File: config.mk
export PLATFORM = sky130hd
export DESIGN_NAME = csync_separator
export DESIGN_NICKNAME = d
export VERILOG_FILES = /design/src/rtl/csync_pkg.sv /design/src/rtl/csync_period_meas.sv /design/src/rtl/csync_vdetect.sv /design/src/rtl/csync_blank_ins.sv /design/src/rtl/csync_separator.sv
export SDC_FILE = /design/constraint.sdc
export NUM_CORES = 1
export LEC_CHECK = 0
export BUFFER_PORTS_ARGS = -buffer_cell sky130_fd_sc_hd__buf_2
export CORE_UTILIZATION = 56
export CTS_CLUSTER_DIAMETER = 100
export DETAILED_ROUTE_END_ITERATION = 6
export PLACE_DENSITY = 0.85
export SYNTH_ARGS = -nofsm -noshare
export SYNTH_HDL_FRONTEND = slang
export SYNTH_SLANG_ARGS = --single-unit
export TNS_END_PERCENT = 100
File: constraint.sdc
create_clock -name clk -period 2.3 [get_ports clk]
set_input_delay 0.46 -clock clk [delete_from_list [all_inputs] [get_ports clk]]
set_output_delay 0.46 -clock clk [all_outputs]
set_load 0.03 [all_outputs]
File: src/rtl/csync_pkg.sv
package csync_pkg;
    parameter int unsigned CSYNC_PER_W = 14;
    typedef logic [CSYNC_PER_W-1:0] period_t;
endpackage

File: src/rtl/csync_period_meas.sv
module csync_period_meas
    import csync_pkg::*;
(
    input  logic    clk,
    input  logic    rst_n,
    input  logic    hsync_i,
    input  logic    vint_i,
    output period_t period_o,
    output logic    rise_o,
    output logic    fall_o,
    output logic    broad_o
);
    typedef struct packed {
        logic    hs;
        logic    seen;
        period_t cnt;
        period_t wid;
        period_t per;
    } pm_t;

    pm_t st_d, st_q;

    always_comb begin
        st_d   = st_q;
        rise_o = hsync_i & ~st_q.hs;
        fall_o = ~hsync_i & st_q.hs;
        st_d.hs = hsync_i;
        if (rise_o) begin
            st_d.cnt  = period_t'(1);
            st_d.wid  = period_t'(1);
            st_d.seen = 1'b1;
            if (st_q.seen && !vint_i)
                st_d.per = st_q.cnt;
        end else begin
            if (st_q.cnt != '1)
                st_d.cnt = st_q.cnt + period_t'(1);
            if (hsync_i && st_q.wid != '1)
                st_d.wid = st_q.wid + period_t'(1);
        end
        broad_o  = st_q.hs && (st_q.per != '0) && (st_q.wid > (st_q.per >> 1));
        period_o = st_q.per;
    end

    always_ff @(posedge clk or negedge rst_n) begin
        if (!rst_n) st_q <= '0;
        else        st_q <= st_d;
    end

    // period is frozen while a vertical interval is flagged
    p_period_held_r4: assert property (@(posedge clk) disable iff (!rst_n)
        vint_i |=> $stable(st_q.per));
endmodule

File: src/rtl/csync_vdetect.sv
module csync_vdetect #(
    parameter int unsigned DELAY_CYC     = 96,
    parameter int unsigned TIMEOUT_LINES = 4096
) (
    input  logic clk,
    input  logic rst_n,
    input  logic rise_i,
    input  logic fall_i,
    input  logic broad_i,
    output logic vint_o,
    output logic cvsync_o,
    output logic present_o
);
    localparam int unsigned LINE_W = $clog2(TIMEOUT_LINES + 1);

    typedef struct packed {
        logic                 vint;
        logic                 bseen;
        logic                 present;
        logic [LINE_W-1:0]    lines;
        logic [DELAY_CYC-1:0] sr;
    } vd_t;

    vd_t st_d, st_q;

    always_comb begin
        st_d = st_q;
        if (rise_i)
            st_d.bseen = 1'b0;
        if (broad_i) begin
            st_d.vint  = 1'b1;
            st_d.bseen = 1'b1;
        end else if (fall_i && !st_q.bseen) begin
            st_d.vint = 1'b0;
        end
        st_d.sr = {st_q.sr[DELAY_CYC-2:0], st_q.vint};
        if (st_d.vint && !st_q.vint)
            st_d.present = 1'b1;
        if (st_q.vint) begin
            st_d.lines = '0;
        end else if (rise_i) begin
            if (st_q.lines == LINE_W'(TIMEOUT_LINES - 1))
                st_d.present = 1'b0;
            else
                st_d.lines = st_q.lines + LINE_W'(1);
        end
    end

    always_ff @(posedge clk or negedge rst_n) begin
        if (!rst_n) st_q <= '0;
        else        st_q <= st_d;
    end

    assign vint_o    = st_q.vint;
    assign cvsync_o  = st_q.sr[DELAY_CYC-1];
    assign present_o = st_q.present;

    // an interval only begins on a pulse judged broad by the period logic
    p_vint_needs_broad_r2: assert property (@(posedge clk) disable iff (!rst_n)
        $rose(st_q.vint) |-> $past(broad_i));
    // the flag never drops inside a vertical interval
    p_present_clear_r8: assert property (@(posedge clk) disable iff (!rst_n)
        $fell(st_q.present) |-> !st_q.vint);
endmodule

File: src/rtl/csync_blank_ins.sv
module csync_blank_ins
    import csync_pkg::*;
(
    input  logic    clk,
    input  logic    rst_n,
    input  logic    hsync_i,
    input  logic    cvs_i,
    input  logic    dis_i,
    input  period_t period_i,
    output logic    hblank_o
);
    typedef struct packed {
        period_t phase;
        logic    hb;
    } bi_t;

    bi_t     st_d, st_q;
    logic    ins_on;
    period_t nxt;

    always_comb begin
        st_d   = st_q;
        ins_on = cvs_i & ~dis_i;
        nxt    = st_q.phase + period_t'(1);
        if (!cvs_i)
            st_d.phase = '0;
        else if (nxt >= period_i)
            st_d.phase = '0;
        else
            st_d.phase = nxt;
        st_d.hb = ins_on ? (st_q.phase < (period_i >> 3)) : hsync_i;
    end

    always_ff @(posedge clk or negedge rst_n) begin
        if (!rst_n) st_q <= '0;
        else        st_q <= st_d;
    end

    assign hblank_o = st_q.hb;

    // without insertion the blank output follows the sync input by one clock
    p_pass_through_r7: assert property (@(posedge clk) disable iff (!rst_n)
        !ins_on |=> (st_q.hb == $past(hsync_i)));
endmodule

File: src/rtl/csync_separator.sv
module csync_separator
    import csync_pkg::*;
#(
    parameter int unsigned DELAY_CYC     = 96,
    parameter int unsigned TIMEOUT_LINES = 4096
) (
    input  logic clk,
    input  logic rst_n,
    input  logic hsync_i,
    input  logic ins_disable_i,
    output logic cvsync_o,
    output logic cv_present_o,
    output logic hblank_o
);
    period_t period;
    logic    rise, fall, broad, vint;

    csync_period_meas u_period (
        .clk      (clk),
        .rst_n    (rst_n),
        .hsync_i  (hsync_i),
        .vint_i   (vint),
        .period_o (period),
        .rise_o   (rise),
        .fall_o   (fall),
        .broad_o  (broad)
    );

    csync_vdetect #(
        .DELAY_CYC     (DELAY_CYC),
        .TIMEOUT_LINES (TIMEOUT_LINES)
    ) u_vdet (
        .clk       (clk),
        .rst_n     (rst_n),
        .rise_i    (rise),
        .fall_i    (fall),
        .broad_i   (broad),
        .vint_o    (vint),
        .cvsync_o  (cvsync_o),
        .present_o (cv_present_o)
    );

    csync_blank_ins u_blank (
        .clk      (clk),
        .rst_n    (rst_n),
        .hsync_i  (hsync_i),
        .cvs_i    (cvsync_o),
        .dis_i    (ins_disable_i),
        .period_i (period),
        .hblank_o (hblank_o)
    );

    // recovered vertical sync only appears while the presence flag is up
    p_cvs_implies_present_r2: assert property (@(posedge clk) disable iff (!rst_n)
        cvsync_o |-> cv_present_o);
    // outputs quiet in the first cycle out of reset
    p_reset_quiet_r1: assert property (@(posedge clk) disable iff (!rst_n)
        $rose(rst_n) |-> (!cvsync_o && !cv_present_o));
endmodule

After elaboration in Yosys (flattened, before gate mapping) --
Cells that the tools add are included.
Storage, ports and cells: register bits 171, output and inout port bits 3
Operators by class: add/subtract/negate cells 4, magnitude comparators 3, eq/ne operators 4, muxes and demuxes 16, bitwise logic cells 6, reduce and logical (&&, ||, !) cells 15
Operators by type and width (number):
- 14-bit two-way mux | 5
- 14-bit by 1-bit adder with 14-bit output (second input constant) | 3
- 28-bit two-way mux | 1
- 14-bit inequality test (second input constant) | 2
- 13-bit two-way mux | 2
- 14-bit greater-or-equal comparator | 1
- 14-bit by 13-bit > comparator with 1-bit output | 1
- 14-bit by 11-bit < comparator with 1-bit output | 1
- 14-bit nonzero test | 1
- 13-bit by 1-bit adder with 13-bit output (second input constant) | 1
- 13-bit by 12-bit equality test with 1-bit output (second input constant) | 1
- 1-bit two-way mux | 8
- 2-bit nonzero test | 4
- 1-bit logical AND | 6
- 2-bit AND reduction | 2
- 1-bit AND | 3
- 1-bit inverter | 3
- 1-bit zero test | 2
- 2-bit by 1-bit inequality test with 1-bit output (second input constant) | 1

Logic depth before layout (Yosys ltp) --
depth after elaboration 10, gate-level depth with buffers 11

By module --
A second synthesis with hierarchy kept.
Second synthesis, totals: cell total of the unflattened synthesis 574, area, all modules 7165.6 sq um
Modules (own cells, without submodules):
- csync_vdetect | instances 1, cells each 176, area each 3264.4 sq um, seq. area each 2802.7 sq um
- csync_period_meas | instances 1, cells each 257, area each 2625.0 sq um, seq. area each 1101.1 sq um
- csync_blank_ins | instances 1, cells each 141, area each 1276.2 sq um, seq. area each 375.4 sq um

Least setup slack after synthesis --
OpenSTA, ideal clock, no wires.
path type flip-flop to flip-flop, start point register u_blank.st_q[4] (netlist name), end point register u_blank.st_q[13] (netlist name), data arrival time 2.244 ns, setup slack -0.079 ns, stages on the path, launching flop included 12, path buffers 1, period minus slack after synthesis 2.379 ns, path through dfrtp_1 and4_1 nand3_2 nor3_1 xnor2_1 ha_1 nand4_1 nor2_1 nand3_1 o211ai_1 buf_2 nor3b_1
RTL lines:
- from (decl) | RTL line csync_blank_ins.sv:17 | bi_t st_d, st_q;
- from (signal assigned) | RTL line csync_blank_ins.sv:36 | else st_q <= st_d;

==> impl_metrics.tcl <==
set metrics [dict create \
    rows 40 \
    clock-sinks 171 \
    period_minus_slack_ns 2.58 \
    cts_buffer_depth 2 \
    nNetsFinal 647 \
    dpl_worst_slack_ns -0.326 \
    worst-setup-path-type "reg2reg" \
    hold_path.startpoint "hsync_i" \
    end_kind "flop" \
    postPlaceCellArea_um2 7230 \
    die-area_um2 12700 \
    synth_edf_count 0 \
    num_antenna_cells 0 \
    netlist_instances 560 \
    wl_per_cell_um 18.8 \
    synthesis.area_um2 6870 \
    arrival_ns 2.88 \
    grt_pass1_wl_um 24000 \
    die_h_um 113 \
    worstReg2RegStart "u_blank.st_q[1]" \
    place_congestion 0.888 \
    final_util 0.675 \
    grt_overflow 0 \
    cp-start-kind "flop" \
    yosys_warnings 0 \
    ys_seq_elements 171 \
    drv_slew 0 \
    port_buffers 6 \
    async_flop_share 1.00 \
    rsz0062_at_grt "true" \
    fillers 816 \
    finalHoldViolations 0 \
    initial_utilization 0.574 \
    instances_no_fill 762 \
    post-route-period-util 1.12 \
    firstDrtPassIters 5 \
    p_int_mw 5.59 \
    stdcell_area_um2 8070 \
    worst_ep_required_time_ns 2.60 \
    rrSetupSlack_ns -0.28 \
    ys_types 54 \
    drc 0 \
    io_pins 7 \
    finClkSkew_ns 0.00672 \
    register_area_um2 4280 \
    syn_nets 605 \
    grt_pass1_vias 4824 \
    antenna_found_initial 0 \
    vias 4510 \
    cts_tree "yes" \
    multi_input_area_um2 2580 \
    initialDrtViolationCount 449 \
    vias_per_cell 5.92 \
    core_um2 12000 \
    area_growth_pct 17.5 \
    syn_area_per_cell_um2 12.3 \
    status "finished, violations left" \
    fmax_mhz 388 \
    grt_max_degree 56 \
    cts_max_level 4 \
    dp_cells 722 \
    routed_wl_um 14300 \
    final.setup.tns_ns -3.59 \
    fp.dieW_um 113 \
    setup_violations 14 \
    maxSlewHeadroom 0.595 \
    drive_gt1_frac 0.158 \
    violations "setup timing" \
    place_hpwl_um 8600 \
    min_to "u_period.st_q[43]" \
    synth_flop_cell "dfrtp_1" \
    cts_root_buf "clkbuf_16" \
    p_leak_nw 3.83 \
    hp-class "in2reg" \
    power_mw 7.48 \
    clk_pin_slew_ns 0.06 \
    grt_usage 0.253 \
    rr_worst_depth 12 \
    ir_drop_uv 878 \
    p_sw_frac 0.252 \
    critPathMaxFanout 9 \
    clock_power_share 0.419 \
    comb_power_share 0.084 \
    clk_latency_ns 0.44 \
    r2r-end "u_blank.st_q[5]" \
    p_sw_mw 1.89 \
    drv_cap 0 \
    power_frac_seq 0.497 \
    ys_seq_area_frac 0.623 \
    tightestPinTransition_ns 0.602 \
    hold-worst-slack_ns 0.307 \
    fin_ws_ns -0.280 \
    numCtsBuffers 17 \
    ant_nets 0 \
    cellPowerDensity_nw_per_um2 927 \
    hold_path_depth 1 \
]
-- kinds of logic after synthesis --
| kind of cell | after synthesis | share of synthesized area |
|---|---|---|
| buffers and inverters | 35 | 0.0200 |
| and+or+nand+nor | 192 | 0.156 |
| xor gates and xnor gates | 37 | 0.0472 |
| adders and majority gates | 41 | 0.0747 |
| DFF | 171 | 0.623 |
| AOI/OAI and AO/OA | 81 | 0.0752 |
| muxes | 3 | 0.00455 |
-- routing by layer --
metal	part of all wire	GRT usage	up-vias
met1	0.41	0.317	2251
met4	0.024	0.100	0
li1	-	-	2053
met5	0	0	-
met3	0.057	0.0782	39
met2	0.50	0.416	167
-- registers in the layout, summed over array words and instances (netlist names) --
signal	cells
u_vdet.st_d	95
u_period.st_q	30
u_blank.st_q	14
u_period.period_o	14
u_vdet.st_q	14
u_blank.hblank_o	1
u_vdet.cvsync_o	1
u_vdet.present_o	1
u_vdet.vint_o	1
-- synthesized netlist by cell type, types with 5 or more instances --
library cell | n | area share
a21o_1 | 8 | 0.0087
nand4_1 | 18 | 0.016
xnor2_1 | 17 | 0.022
a31oi_1 | 6 | 0.0055
o21ai_0 | 26 | 0.019
a21oi_1 | 19 | 0.014
clkbuf_1 | 8 | 0.0044
dfrtp_1 | 171 | 0.62
nand2b_1 | 10 | 0.0091
nand2_1 | 40 | 0.022
nor4_1 | 6 | 0.0055
ha_1 | 41 | 0.075
o211ai_1 | 7 | 0.0076
nor2_1 | 33 | 0.018
inv_1 | 22 | 0.012
xor2_1 | 20 | 0.025
nor3_1 | 13 | 0.0095
nand3_1 | 22 | 0.016
nor3b_1 | 14 | 0.015
and3_1 | 5 | 0.0046
-- power by group through the flow --
stage               combinational, mW  sequential (mW)  clock, mW
floorplan                       0.405             3.65          0
global placement                0.561             3.72          0
detailed placement              0.594             3.74          0
CTS                             0.626             3.72       3.19
global route                    0.707             3.76       3.32
finish                          0.629             3.72       3.14
-- worst max path at each step --
stage	start	endpoint	slack [ns]	cells after the start
3_3_place_gp	u_blank.st_q[1]	u_blank.st_q[12]	-0.18	9
2_1_floorplan	u_blank.st_q[4]	u_blank.st_q[13]	-0.05	11
6_report	u_blank.st_q[1]	u_blank.st_q[5]	-0.28	12
4_1_cts	u_blank.st_q[7]	u_blank.st_q[7]	-0.15	11
5_1_grt	u_blank.st_q[7]	u_blank.st_q[2]	-0.40	12
3_5_place_dp	u_blank.st_q[1]	u_blank.st_q[6]	-0.33	9
-- final cells by class --
type                            count  area share
Tap cell                          147      0.0228
Multi-Input combinational cell    354       0.320
Timing Repair Buffer               36      0.0358
Inverter                           22      0.0102
Clock buffer                       19      0.0561
Sequential cell                   171       0.530
Clock inverter                     13      0.0251
-- layout by cell type, fill, tap and decap left out, types with 5 or more instances in the layout --
master	n
nand3_1	21
inv_1	22
buf_4	27
clkbuf_16	17
nand2b_1	10
xnor2_1	16
nand2_1	39
nor2_1	31
dfrtp_1	171
ha_1	40
and3_1	5
nand4_1	18
a21oi_1	19
nor3_1	12
buf_2	5
a21o_1	8
xor2_1	19
nor4_1	6
o211ai_1	7
o21ai_0	25
a31oi_1	6
nor3b_2	11
-- repair_timing --
action                                  CTS  global route
hold buffers                              1             0
pin swaps                                 6             3
gates resized for setup                  20             6
hold endpoints to repair                 41             0
endpoints found under the setup margin   14            14
buffers inserted                          7             0
-- worst max-delay path: stages (launching register included) --
cell and delay, ns:
dfrtp_1 0.42, ha_2 0.22, nand2_2 0.12, nor3_4 0.24
xnor2_2 0.10, ha_1 0.31, nand4_1 0.14, buf_4 0.17
nor2_2 0.10, nand3_1 0.09, o211ai_1 0.22, buf_4 0.24
nor3b_2 0.07
Note: power is estimated with default switching activity, not from simulation.
